===== config.mk =====
export PLATFORM = sky130hd
export DESIGN_NAME = clkgrp_ctrl
export DESIGN_NICKNAME = d
export VERILOG_FILES = /design/src/rtl/clkgrp_pkg.sv /design/src/rtl/clkgrp_src_mux.sv /design/src/rtl/clkgrp_frac_div.sv /design/src/rtl/clkgrp_fn_gate.sv /design/src/rtl/clkgrp_ctrl.sv
export SDC_FILE = /design/constraint.sdc
export NUM_CORES = 1
export LEC_CHECK = 0
export ABC_AREA = 1
export BUFFER_PORTS_ARGS = -buffer_cell sky130_fd_sc_hd__buf_2
export CAP_MARGIN = 40
export CORE_UTILIZATION = 56
export DETAILED_ROUTE_END_ITERATION = 8
export PLACE_DENSITY_LB_ADDON = 0.08
export SETUP_SLACK_MARGIN = 0.15
export SLEW_MARGIN = 30
export SYNTH_ARGS = -nofsm -noshare
export SYNTH_HDL_FRONTEND = slang
export SYNTH_SLANG_ARGS = --single-unit

===== constraint.sdc =====
create_clock -name clk -period 3.5 [get_ports clk]
set_clock_uncertainty 0.05 [all_clocks]
set_input_delay 0.525 -clock clk [delete_from_list [all_inputs] [get_ports clk]]
set_output_delay 0.525 -clock clk [all_outputs]
set_load 0.005 [all_outputs]

===== src/rtl/clkgrp_pkg.sv =====
package clkgrp_pkg;
   localparam int unsigned REG_SRC_SEL  = 0;
   localparam int unsigned REG_DIV_BASE = 1;
   localparam int unsigned FN_EN_BIT    = 8;
   localparam int unsigned FN_AUTO_BIT  = 9;

   function automatic int unsigned idx_w(input int unsigned n);
      return (n > 1) ? $clog2(n) : 1;
   endfunction
endpackage


===== src/rtl/clkgrp_src_mux.sv =====
module clkgrp_src_mux #(
   parameter int unsigned NSRC        = 3,
   parameter int unsigned SYNC_STAGES = 2,
   localparam int unsigned SW         = clkgrp_pkg::idx_w(NSRC)
) (
   input  logic            clk,
   input  logic            rst_n,
   input  logic [NSRC-1:0] src_tick,
   input  logic            sel_we,
   input  logic [SW-1:0]   sel_wdata,
   output logic [NSRC-1:0] src_on,
   output logic            grp_tick
);
   logic [SW-1:0] req_q;

   always_ff @(posedge clk or negedge rst_n) begin
      if (!rst_n)      req_q <= '0;
      else if (sel_we) req_q <= sel_wdata;
   end

   for (genvar i = 0; i < NSRC; i++) begin : g_src
      logic                   on_r;
      logic [SYNC_STAGES-1:0] sync_r;
      logic                   others_on;
      logic                   want;

      always_comb begin
         others_on = 1'b0;
         for (int j = 0; j < NSRC; j++)
            if (j != i) others_on = others_on | src_on[j];
      end
      assign want = (req_q == SW'(i)) && !others_on;

      always_ff @(posedge clk or negedge rst_n) begin
         if (!rst_n) begin
            on_r   <= (i == 0);
            sync_r <= (i == 0) ? '1 : '0;
         end else begin
            if (!want)         sync_r <= '0;
            else if (src_tick[i]) sync_r <= {sync_r[SYNC_STAGES-2:0], 1'b1};
            if (src_tick[i]) begin
               if (req_q != SW'(i))                   on_r <= 1'b0;
               else if (want && sync_r[SYNC_STAGES-1]) on_r <= 1'b1;
            end
         end
      end
      assign src_on[i] = on_r;
   end

   assign grp_tick = |(src_tick & src_on);
endmodule


===== src/rtl/clkgrp_frac_div.sv =====
module clkgrp_frac_div #(
   parameter int unsigned FW = 8
) (
   input  logic          clk,
   input  logic          rst_n,
   input  logic          base_tick,
   input  logic          wr_en,
   input  logic [FW-1:0] wr_num,
   input  logic [FW-1:0] wr_den,
   output logic          div_tick
);
   logic [FW-1:0] num_q, den_q, acc_q;
   logic [FW:0]   sum;
   logic          hit, wr_ok;

   assign sum      = {1'b0, acc_q} + {1'b0, num_q};
   assign hit      = sum >= {1'b0, den_q};
   assign div_tick = base_tick && hit;
   assign wr_ok    = wr_en && (wr_num != '0) && (wr_num <= wr_den);

   always_ff @(posedge clk or negedge rst_n) begin
      if (!rst_n) begin
         num_q <= FW'(1);
         den_q <= FW'(1);
         acc_q <= '0;
      end else if (wr_ok) begin
         num_q <= wr_num;
         den_q <= wr_den;
         acc_q <= '0;
      end else if (base_tick) begin
         if (hit) acc_q <= FW'(sum - {1'b0, den_q});
         else     acc_q <= sum[FW-1:0];
      end
   end
endmodule


===== src/rtl/clkgrp_fn_gate.sv =====
module clkgrp_fn_gate #(
   parameter int unsigned NDIV        = 3,
   parameter int unsigned SYNC_STAGES = 2,
   localparam int unsigned DSW        = clkgrp_pkg::idx_w(NDIV)
) (
   input  logic            clk,
   input  logic            rst_n,
   input  logic [NDIV-1:0] div_tick,
   input  logic            cfg_we,
   input  logic [DSW-1:0]  cfg_sel,
   input  logic            cfg_en,
   input  logic            cfg_auto,
   input  logic            evt_in,
   output logic            sel_tick,
   output logic            gate_o,
   output logic            fn_tick
);
   logic [DSW-1:0]         sel_q;
   logic                   en_q, auto_q, gate_q;
   logic [SYNC_STAGES-1:0] evt_sync;

   always_ff @(posedge clk or negedge rst_n) begin
      if (!rst_n) begin
         sel_q  <= '0;
         en_q   <= 1'b1;
         auto_q <= 1'b0;
      end else if (cfg_we && ({1'b0, cfg_sel} < (DSW+1)'(NDIV))) begin
         sel_q  <= cfg_sel;
         en_q   <= cfg_en;
         auto_q <= cfg_auto;
      end
   end

   always_ff @(posedge clk or negedge rst_n) begin
      if (!rst_n) evt_sync <= '0;
      else        evt_sync <= {evt_sync[SYNC_STAGES-2:0], evt_in};
   end

   if (NDIV == 1) begin : g_one
      assign sel_tick = div_tick[0];
   end else begin : g_many
      assign sel_tick = div_tick[sel_q];
   end

   always_ff @(posedge clk or negedge rst_n) begin
      if (!rst_n)         gate_q <= 1'b1;
      else if (!sel_tick) gate_q <= auto_q ? evt_sync[SYNC_STAGES-1] : en_q;
   end

   assign gate_o  = gate_q;
   assign fn_tick = sel_tick && gate_q;
endmodule


===== src/rtl/clkgrp_ctrl.sv =====
module clkgrp_ctrl import clkgrp_pkg::*; #(
   parameter int unsigned NSRC        = 3,
   parameter int unsigned NDIV        = 3,
   parameter int unsigned NFUNC       = 4,
   parameter int unsigned FW          = 8,
   parameter int unsigned SYNC_STAGES = 2,
   parameter int unsigned CAW         = 4
) (
   input  logic             clk,
   input  logic             rst_n,
   input  logic [NSRC-1:0]  src_tick,
   input  logic             cfg_we,
   input  logic [CAW-1:0]   cfg_addr,
   input  logic [2*FW-1:0]  cfg_wdata,
   input  logic [NFUNC-1:0] evt_in,
   output logic             grp_tick,
   output logic [NFUNC-1:0] fn_tick
);
   localparam int unsigned SW      = idx_w(NSRC);
   localparam int unsigned DSW     = idx_w(NDIV);
   localparam int unsigned WDW     = 2 * FW;
   localparam int unsigned FN_BASE = REG_DIV_BASE + NDIV;
   localparam int unsigned NREGS   = FN_BASE + NFUNC;

   if (NSRC < 2)                 begin : g_bad_nsrc  $error("NSRC must be at least 2");        end
   if (NDIV < 1)                 begin : g_bad_ndiv  $error("NDIV must be at least 1");        end
   if (NFUNC < 1)                begin : g_bad_nfunc $error("NFUNC must be at least 1");       end
   if (SYNC_STAGES < 2)          begin : g_bad_sync  $error("SYNC_STAGES must be at least 2"); end
   if (NREGS > (1 << CAW))       begin : g_bad_caw   $error("CAW too small for register set"); end
   if (DSW > FN_EN_BIT)          begin : g_bad_dsw   $error("divider index overlaps flags");   end
   if (WDW < FN_AUTO_BIT + 1)    begin : g_bad_fw    $error("FW too small for function flags"); end

   logic [NSRC-1:0]  src_on;
   logic [NDIV-1:0]  div_tick;
   logic [NFUNC-1:0] fn_sel_tick;
   logic [NFUNC-1:0] fn_gate;
   logic             sel_we;

   assign sel_we = cfg_we && (cfg_addr == CAW'(REG_SRC_SEL)) && (cfg_wdata < WDW'(NSRC));

   clkgrp_src_mux #(.NSRC(NSRC), .SYNC_STAGES(SYNC_STAGES)) u_mux (
      .clk(clk), .rst_n(rst_n), .src_tick(src_tick),
      .sel_we(sel_we), .sel_wdata(cfg_wdata[SW-1:0]),
      .src_on(src_on), .grp_tick(grp_tick)
   );

   for (genvar d = 0; d < NDIV; d++) begin : g_div
      clkgrp_frac_div #(.FW(FW)) u_div (
         .clk(clk), .rst_n(rst_n), .base_tick(grp_tick),
         .wr_en(cfg_we && (cfg_addr == CAW'(REG_DIV_BASE + d))),
         .wr_num(cfg_wdata[FW-1:0]), .wr_den(cfg_wdata[2*FW-1:FW]),
         .div_tick(div_tick[d])
      );
   end

   for (genvar f = 0; f < NFUNC; f++) begin : g_fn
      clkgrp_fn_gate #(.NDIV(NDIV), .SYNC_STAGES(SYNC_STAGES)) u_gate (
         .clk(clk), .rst_n(rst_n), .div_tick(div_tick),
         .cfg_we(cfg_we && (cfg_addr == CAW'(FN_BASE + f))),
         .cfg_sel(cfg_wdata[DSW-1:0]),
         .cfg_en(cfg_wdata[FN_EN_BIT]), .cfg_auto(cfg_wdata[FN_AUTO_BIT]),
         .evt_in(evt_in[f]),
         .sel_tick(fn_sel_tick[f]), .gate_o(fn_gate[f]), .fn_tick(fn_tick[f])
      );
   end
endmodule


# Yosys cells after proc, flatten, opt, wreduce, memory -nomap -nowiden
# Index checks and enable logic that the tools add are counted.
[classes] n_mux=33 n_addsub=6 n_bitwise=4 order_cmp=10 reduce_logical=49 n_eq_ne=14
[ops] op="8-bit 2-to-1 mux" count=9
[ops] op="1-bit logical AND" count=32
[ops] op="8-bit by 8-bit adder with 9-bit output" count=3
[ops] op="9-bit by 8-bit greater-or-equal comparator with 1-bit output" count=3
[ops] op="8-bit subtractor" count=3
[ops] op="4-bit by 3-bit == test with 1-bit output, second input constant" count=4
[ops] op="16-bit by 2-bit < comparator with 1-bit output, second input constant" count=1
[ops] op="1-bit 2-to-1 mux" count=14
[ops] op="2-bit nonzero test" count=7
[ops] op="2-bit by 3-bit < comparator with 1-bit output, second input constant" count=4
[ops] op="2-bit 2-to-1 mux" count=6
[ops] op="1-bit binary-select mux with 2-bit select" count=4
[ops] op="4-bit by 2-bit == test with 1-bit output, second input constant" count=2
[ops] op="8-bit less-or-equal comparator" count=1
[ops] op="2-bit inequality test, second input constant" count=4
[ops] op="8-bit nonzero test" count=1
[ops] op="2-bit AND reduction" count=3
[ops] op="4-bit by 1-bit == test with 1-bit output, second input constant" count=1
[ops] op="4-bit zero test" count=1
[ops] op="3-bit AND" count=1
[ops] op="1-bit zero test" count=3
[ops] op="1-bit OR" count=3
[ops] op="3-bit OR reduction" count=1
[ops] op="2-bit by 1-bit == test with 1-bit output, second input constant" count=1
[ops] op="other kinds (4)" count=4
[word_totals] out_inout_bits=5 word_cells=152 regBits=111 input_bits=30

# Depth between registers and ports, before layout
[depth] ltp_word=6 depth_mapped=21

# By module
# A second synthesis with hierarchy kept.
[unflattened] hier_cells=1135 area_unflattened_um2=8399.3
[by_module_without_submodules] mod="clkgrp_frac_div at g_div[0].u_div" area_per_inst_um2=2195.9 n_inst=1 seq_area_each_um2=603.1 cells_each=292
[by_module_without_submodules] mod="clkgrp_frac_div at g_div[1].u_div" area_per_inst_um2=2169.6 n_inst=1 seq_area_each_um2=603.1 cells_each=290
[by_module_without_submodules] mod="clkgrp_frac_div at g_div[2].u_div" area_per_inst_um2=2060.7 n_inst=1 seq_area_each_um2=603.1 cells_each=290
[by_module_without_submodules] mod="clkgrp_fn_gate" area_per_inst_um2=326.6 n_inst=4 seq_area_each_um2=177.7 cells_each=40
[by_module_without_submodules] mod="clkgrp_src_mux" area_per_inst_um2=530.5 n_inst=1 seq_area_each_um2=279.0 cells_each=68
[by_module_without_submodules] mod="clkgrp_ctrl" area_per_inst_um2=136.4 n_inst=1 seq_area_each_um2=0.0 cells_each=35

# Least setup slack after synthesis
# No wires, ideal clock.
[synth_timing] kind="register to output" from="register g_div[2].u_div.acc_q[0]" to="output fn_tick[0]" required_time_ns=2.925 setup_slack_ns=0.036 t_arrival_ns=2.889 path_buffers=2 stages_incl_launch_ff=21 path_cell_list="dfrtp_1 > ha_1 > fa_1 > nand3_1 > nand2_2 > a21o_1 > xnor2_1 > inv_1 > ha_1 > nand2_1 > nor2_1 > nand2_1 > nand3_1 > a21oi_4 > nand2_4 > buf_6 > nand3_2 > nand2_2 > nand2_2 > inv_1 > buf_4"
[synth_via] elab_chain_len=6
[synth_rtl] item="from (decl)" line_no="clkgrp_frac_div.sv:12" source="logic [FW-1:0] num_q, den_q, acc_q;"
[synth_rtl] item="from (signal assigned)" line_no="clkgrp_frac_div.sv:31" source="if (hit) acc_q <= FW'(sum - {1'b0, den_q});"
[synth_rtl] item="from (signal assigned)" line_no="clkgrp_frac_div.sv:32" source="else acc_q <= sum[FW-1:0];"
[synth_rtl] item="8-bit by 8-bit adder with 9-bit output" line_no="clkgrp_frac_div.sv:16" source="assign sum = {1'b0, acc_q} + {1'b0, num_q};"
[synth_rtl] item="9-bit by 8-bit greater-or-equal comparator with 1-bit output" line_no="clkgrp_frac_div.sv:17" source="assign hit = sum >= {1'b0, den_q};"
[synth_rtl] item="1-bit logical AND" line_no="clkgrp_frac_div.sv:18" source="assign div_tick = base_tick && hit;"
[synth_rtl] item="1-bit binary-select mux with 2-bit select" line_no="clkgrp_fn_gate.sv:42" source="assign sel_tick = div_tick[sel_q];"
[synth_rtl] item="1-bit 2-to-1 mux (not written as such)" line_no="clkgrp_fn_gate.sv:42"
[synth_rtl] item="1-bit logical AND" line_no="clkgrp_fn_gate.sv:51" source="assign fn_tick = sel_tick && gate_q;"
[synth_rtl] item="to (decl)" line_no="clkgrp_ctrl.sv:17" source="output logic [NFUNC-1:0] fn_tick"
# No other way between the ends. The select of a mux whose other input is x is not followed.

# Worst setup path after layout
[layout_timing] from="register g_div[0].u_div.acc_q[0]" to="output fn_tick[3]"
[layout_via] elab_chain_len=6
[layout_rtl] item="from (decl)" line_no="clkgrp_frac_div.sv:12"
[layout_rtl] item="from (signal assigned)" line_no="clkgrp_frac_div.sv:31"
[layout_rtl] item="from (signal assigned)" line_no="clkgrp_frac_div.sv:32"
[layout_rtl] item="8-bit by 8-bit adder with 9-bit output" line_no="clkgrp_frac_div.sv:16"
[layout_rtl] item="9-bit by 8-bit greater-or-equal comparator with 1-bit output" line_no="clkgrp_frac_div.sv:17"
[layout_rtl] item="1-bit logical AND" line_no="clkgrp_frac_div.sv:18"
[layout_rtl] item="1-bit binary-select mux with 2-bit select" line_no="clkgrp_fn_gate.sv:42"
[layout_rtl] item="1-bit 2-to-1 mux (not written as such)" line_no="clkgrp_fn_gate.sv:42"
[layout_rtl] item="1-bit logical AND" line_no="clkgrp_fn_gate.sv:51"
# No other way between the ends. The select of a mux whose other input is x is not followed.

==> impl_metrics.env <==
export IMPL_run_status="finished, violations left"
export IMPL_failed_checks="negative setup slack"
export IMPL_cts_htree_levels=3
export IMPL_hold_viol_final=0
export IMPL_grt_first_pass_wirelength_um=28450
export IMPL_layout_core_utilization_pct=67.54
export IMPL_setup_repair_after_global_routing_missed_its_margin="yes"
export IMPL_drt_wirelength_per_cell_um=15.03
export IMPL_numPlacedInstances=1116
export IMPL_yosys_top_cells_area="sky130_fd_sc_hd__dfrtp_1 33%, sky130_fd_sc_hd__nand2_1 14%, sky130_fd_sc_hd__ha_1 10%, sky130_fd_sc_hd__inv_1 6.9%, sky130_fd_sc_hd__dfstp_2 6.4%"
export IMPL_number_of_global_route_vias_before_repair=5957
export IMPL_slew_limit_fails=0
export IMPL_finalWeightedCongestion=0.8966
export IMPL_syn_mean_instance_area_um2=7.702
export IMPL_first_pass_iters=5
export IMPL_syn_cell_area_um2=7024
export IMPL_type_of_element_capturing_the_critical_path="output port"
export IMPL_final_cells=1142
export IMPL_yosys_register_bits=111
export IMPL_power_density_nw_per_um2=992.7
export IMPL_drtIter0Drc=392
export IMPL_core_area_um2=12110
export IMPL_pre_cts_ws_ns=-0.08596
export IMPL_via_count=6059
export IMPL_synthArstFlopShare_pct=100.0
export IMPL_die_h_um=114.0
export IMPL_detail_route_wirelength_um=17170
export IMPL_post_synth_num_cell_types=41
export IMPL_syn_num_nets=1004
export IMPL_min_period_ns=3.744
export IMPL_cts_sinks=111
export IMPL_drive_gt1_share_pct=18.79
export IMPL_worst_slack_ns=-0.2445
export IMPL_grt_util_all_layers_pct=28.07
export IMPL_post_synth_top_area_cell="sky130_fd_sc_hd__dfrtp_1"
export IMPL_post_synth_inst_count=912
export IMPL_most_common_cell_after_layout_fill_and_taps_aside="sky130_fd_sc_hd__nand2_1"
export IMPL_worst_vdd_drop_v=0.0007031
export IMPL_fp_row_count=40
export IMPL_layout_common_cells="250 x sky130_fd_sc_hd__nand2_1, 125 x sky130_fd_sc_hd__inv_1, 94 x sky130_fd_sc_hd__dfrtp_1"
export IMPL_timing_setup_critical_path_class="flop to output port"
export IMPL_ys_warn_count=0
export IMPL_drtAntennaViolNets=0
export IMPL_globalRouteOverflowTotal=0
export IMPL_drt_drc_violations_left=0
export IMPL_number_of_antenna_violations_at_the_first_check_in_global_routing=0
export IMPL_worst_pin_slew_ns=0.6821
export IMPL_final_min_period_over_clock_period_pct=107.0
export IMPL_required_ns=2.92
export IMPL_design_die_area_um2=12990
export IMPL_syn2layout_area_growth_pct=16.46
export IMPL_io_pins=35
export IMPL_yosysTopAreaCellShare_pct=33.49
export IMPL_setup_viol_count_final=4
export IMPL_io_buffer_count=34
export IMPL_finish_net_count=1061
export IMPL_design_area_um2=8180
export IMPL_clock_latency_ns=0.35
export IMPL_cts_tree="done"
export IMPL_synth_edf_count=0
export IMPL_clockBufferDepth=2
export IMPL_worstPathArrival_ns=3.17
export IMPL_worst_min_delay_path_class="input pin to asynchronous set/reset pin"
export IMPL_cap_violations=0
export IMPL_startpoint_types="flop"
export IMPL_p_leak_uw=0.004333
export IMPL_maxClockFrequency_mhz=267.1
export IMPL_dpl_hpwl_um=12900
export IMPL_dominantRegCellSynth="sky130_fd_sc_hd__dfrtp_1"
export IMPL_clk_pin_slew_ns=0.08
export IMPL_grt_max_degree=53
export IMPL_placement_cell_area_um2=7507
export IMPL_worst_slew_margin_rel_pct=54.53
export IMPL_chipWidth_um=114.0
export IMPL_clk_root_buf="sky130_fd_sc_hd__clkbuf_16"
export IMPL_floorplan_initialDensity_pct=58.00
export IMPL_num_antenna_cells=0
export IMPL_path_max_fanout=4
export IMPL_seq_area_frac_synth_pct=39.85
export IMPL_cts_buffers=9
export IMPL_dr_vias_cell=5.306
[per-stage QoR]
stage | hold slack (ns) | power (µW) | TNS [ns]
CTS | 0.1763 | 7576 | -1.099
global route | 0.2031 | 8873 | -1.645
global placement | 0.2824 | 6271 | 0
finish | 0.1492 | 8121 | -0.9164
floorplan | 0.1794 | 5276 | 0
detailed placement | 0.2865 | 6397 | -0.2545
[what timing repair did]
action | CTS | global route
cloned | 0 | 1
resized for setup | 20 | 45
endpoints found under the hold margin | 0 | 0
pin swaps | 19 | 26
hold buffers | 0 | 0
buffers inserted | 3 | 6
endpoints found under the setup margin | 4 | 14
[worst max-delay path, cell delays in order, from the launching register on]
cell and delay [ns]:
sky130_fd_sc_hd__dfrtp_1 0.40, sky130_fd_sc_hd__ha_2 0.21, sky130_fd_sc_hd__fa_2 0.39, sky130_fd_sc_hd__nand3_1 0.10, sky130_fd_sc_hd__nand3_1 0.10, sky130_fd_sc_hd__xor2_1 0.17, sky130_fd_sc_hd__ha_1 0.34, sky130_fd_sc_hd__nand2_2 0.10
sky130_fd_sc_hd__inv_1 0.04, sky130_fd_sc_hd__a21oi_1 0.14, sky130_fd_sc_hd__nand2_1 0.10, sky130_fd_sc_hd__nand2_2 0.09, sky130_fd_sc_hd__nand3_4 0.10, sky130_fd_sc_hd__nand2_4 0.10, sky130_fd_sc_hd__nand2_1 0.07, sky130_fd_sc_hd__nand3_2 0.09
sky130_fd_sc_hd__nand2_2 0.05, sky130_fd_sc_hd__nand2_2 0.08, sky130_fd_sc_hd__inv_2 0.03, sky130_fd_sc_hd__buf_2 0.11
[layout make-up]
type	count	area, µm²
Clock buffer	10	229.0
Clock inverter	6	51.30
Timing Repair Buffer	68	465.4
Fill cell	1057	3931
Inverter	131	495.5
Tap cell	168	210.2
Multi-Input combinational cell	648	3930
Sequential cell	111	2799
[cells by family after synthesis]
kind of cell | synth area share (%)
flip-flops | 39.85
AND/OR/NAND/NOR | 26.29
AO/OA/AOI/OAI | 9.245
adder cells (fa/ha/maj) | 11.69
XOR/XNOR | 3.367
buffers and inverters | 8.782
multiplexers | 0.7837
[synthesized netlist by cell type (4+ instances only)]
cell                      count
sky130_fd_sc_hd__buf_2       12
sky130_fd_sc_hd__nand4_1     10
sky130_fd_sc_hd__dfstp_2     17
sky130_fd_sc_hd__nand3_1     85
sky130_fd_sc_hd__nand2_2      6
sky130_fd_sc_hd__dfrtp_1     94
sky130_fd_sc_hd__nor3_1       6
sky130_fd_sc_hd__nor2_1      52
sky130_fd_sc_hd__a21oi_1     31
sky130_fd_sc_hd__inv_1      130
sky130_fd_sc_hd__nand2_1    263
sky130_fd_sc_hd__xor2_1      19
sky130_fd_sc_hd__o21ai_0     65
sky130_fd_sc_hd__xnor2_1      8
sky130_fd_sc_hd__o21ai_1      4
sky130_fd_sc_hd__mux2_2       4
sky130_fd_sc_hd__fa_1         6
sky130_fd_sc_hd__buf_4        5
sky130_fd_sc_hd__ha_1        56
[flip-flops by register name, indices dropped and copies added (netlist names)]
name and cells:
g_fn.u_gate.gate_o 4, g_div.u_div.acc_q 24, g_div.u_div.den_q 24, g_fn.u_gate.auto_q 4, u_mux.req_q 2, g_fn.u_gate.en_q 4
g_fn.u_gate.sel_q 8, u_mux.g_src.sync_r 6, u_mux.g_src.on_r 3, g_fn.u_gate.evt_sync 8, g_div.u_div.num_q 24
[layer usage]
layer  track usage [%]  routed length (µm)
met1             36.14                7789
met2             48.12                8397
met3             4.729                 644
met4             9.177                 333
met5                 0                   0
[final timing paths]
check	start	to	slack, ns	depth (start not counted)
setup reg to reg	g_div[2].u_div.acc_q[0]$_DFFE_PN0P_	g_div[2].u_div.acc_q[4]$_DFFE_PN0P_	0.29	19
setup / recovery	g_div[0].u_div.acc_q[0]$_DFFE_PN0P_	fn_tick[3]	-0.24	19
hold / removal	rst_n	g_div[0].u_div.den_q[6]$_DFFE_PN0P_	0.15	1
min in group clk	evt_in[0]	g_fn[0].u_gate.evt_sync[0]$_DFF_PN0_	0.22	1
max in group asynchronous	rst_n	u_mux.g_src[0].on_r$_DFFE_PN1P_	2.47	2
hold reg to reg	g_fn[1].u_gate.evt_sync[0]$_DFF_PN0_	g_fn[1].u_gate.evt_sync[1]$_DFF_PN0_	0.30	0
[report_power, final]
part | internal, µW | total [µW] | switching [µW]
Combinational | 2250 | 5210 | 2960
Sequential | 1660 | 1920 | 254
Clock | 497 | 996 | 499
Note: power is estimated with default switching activity, not from simulation.
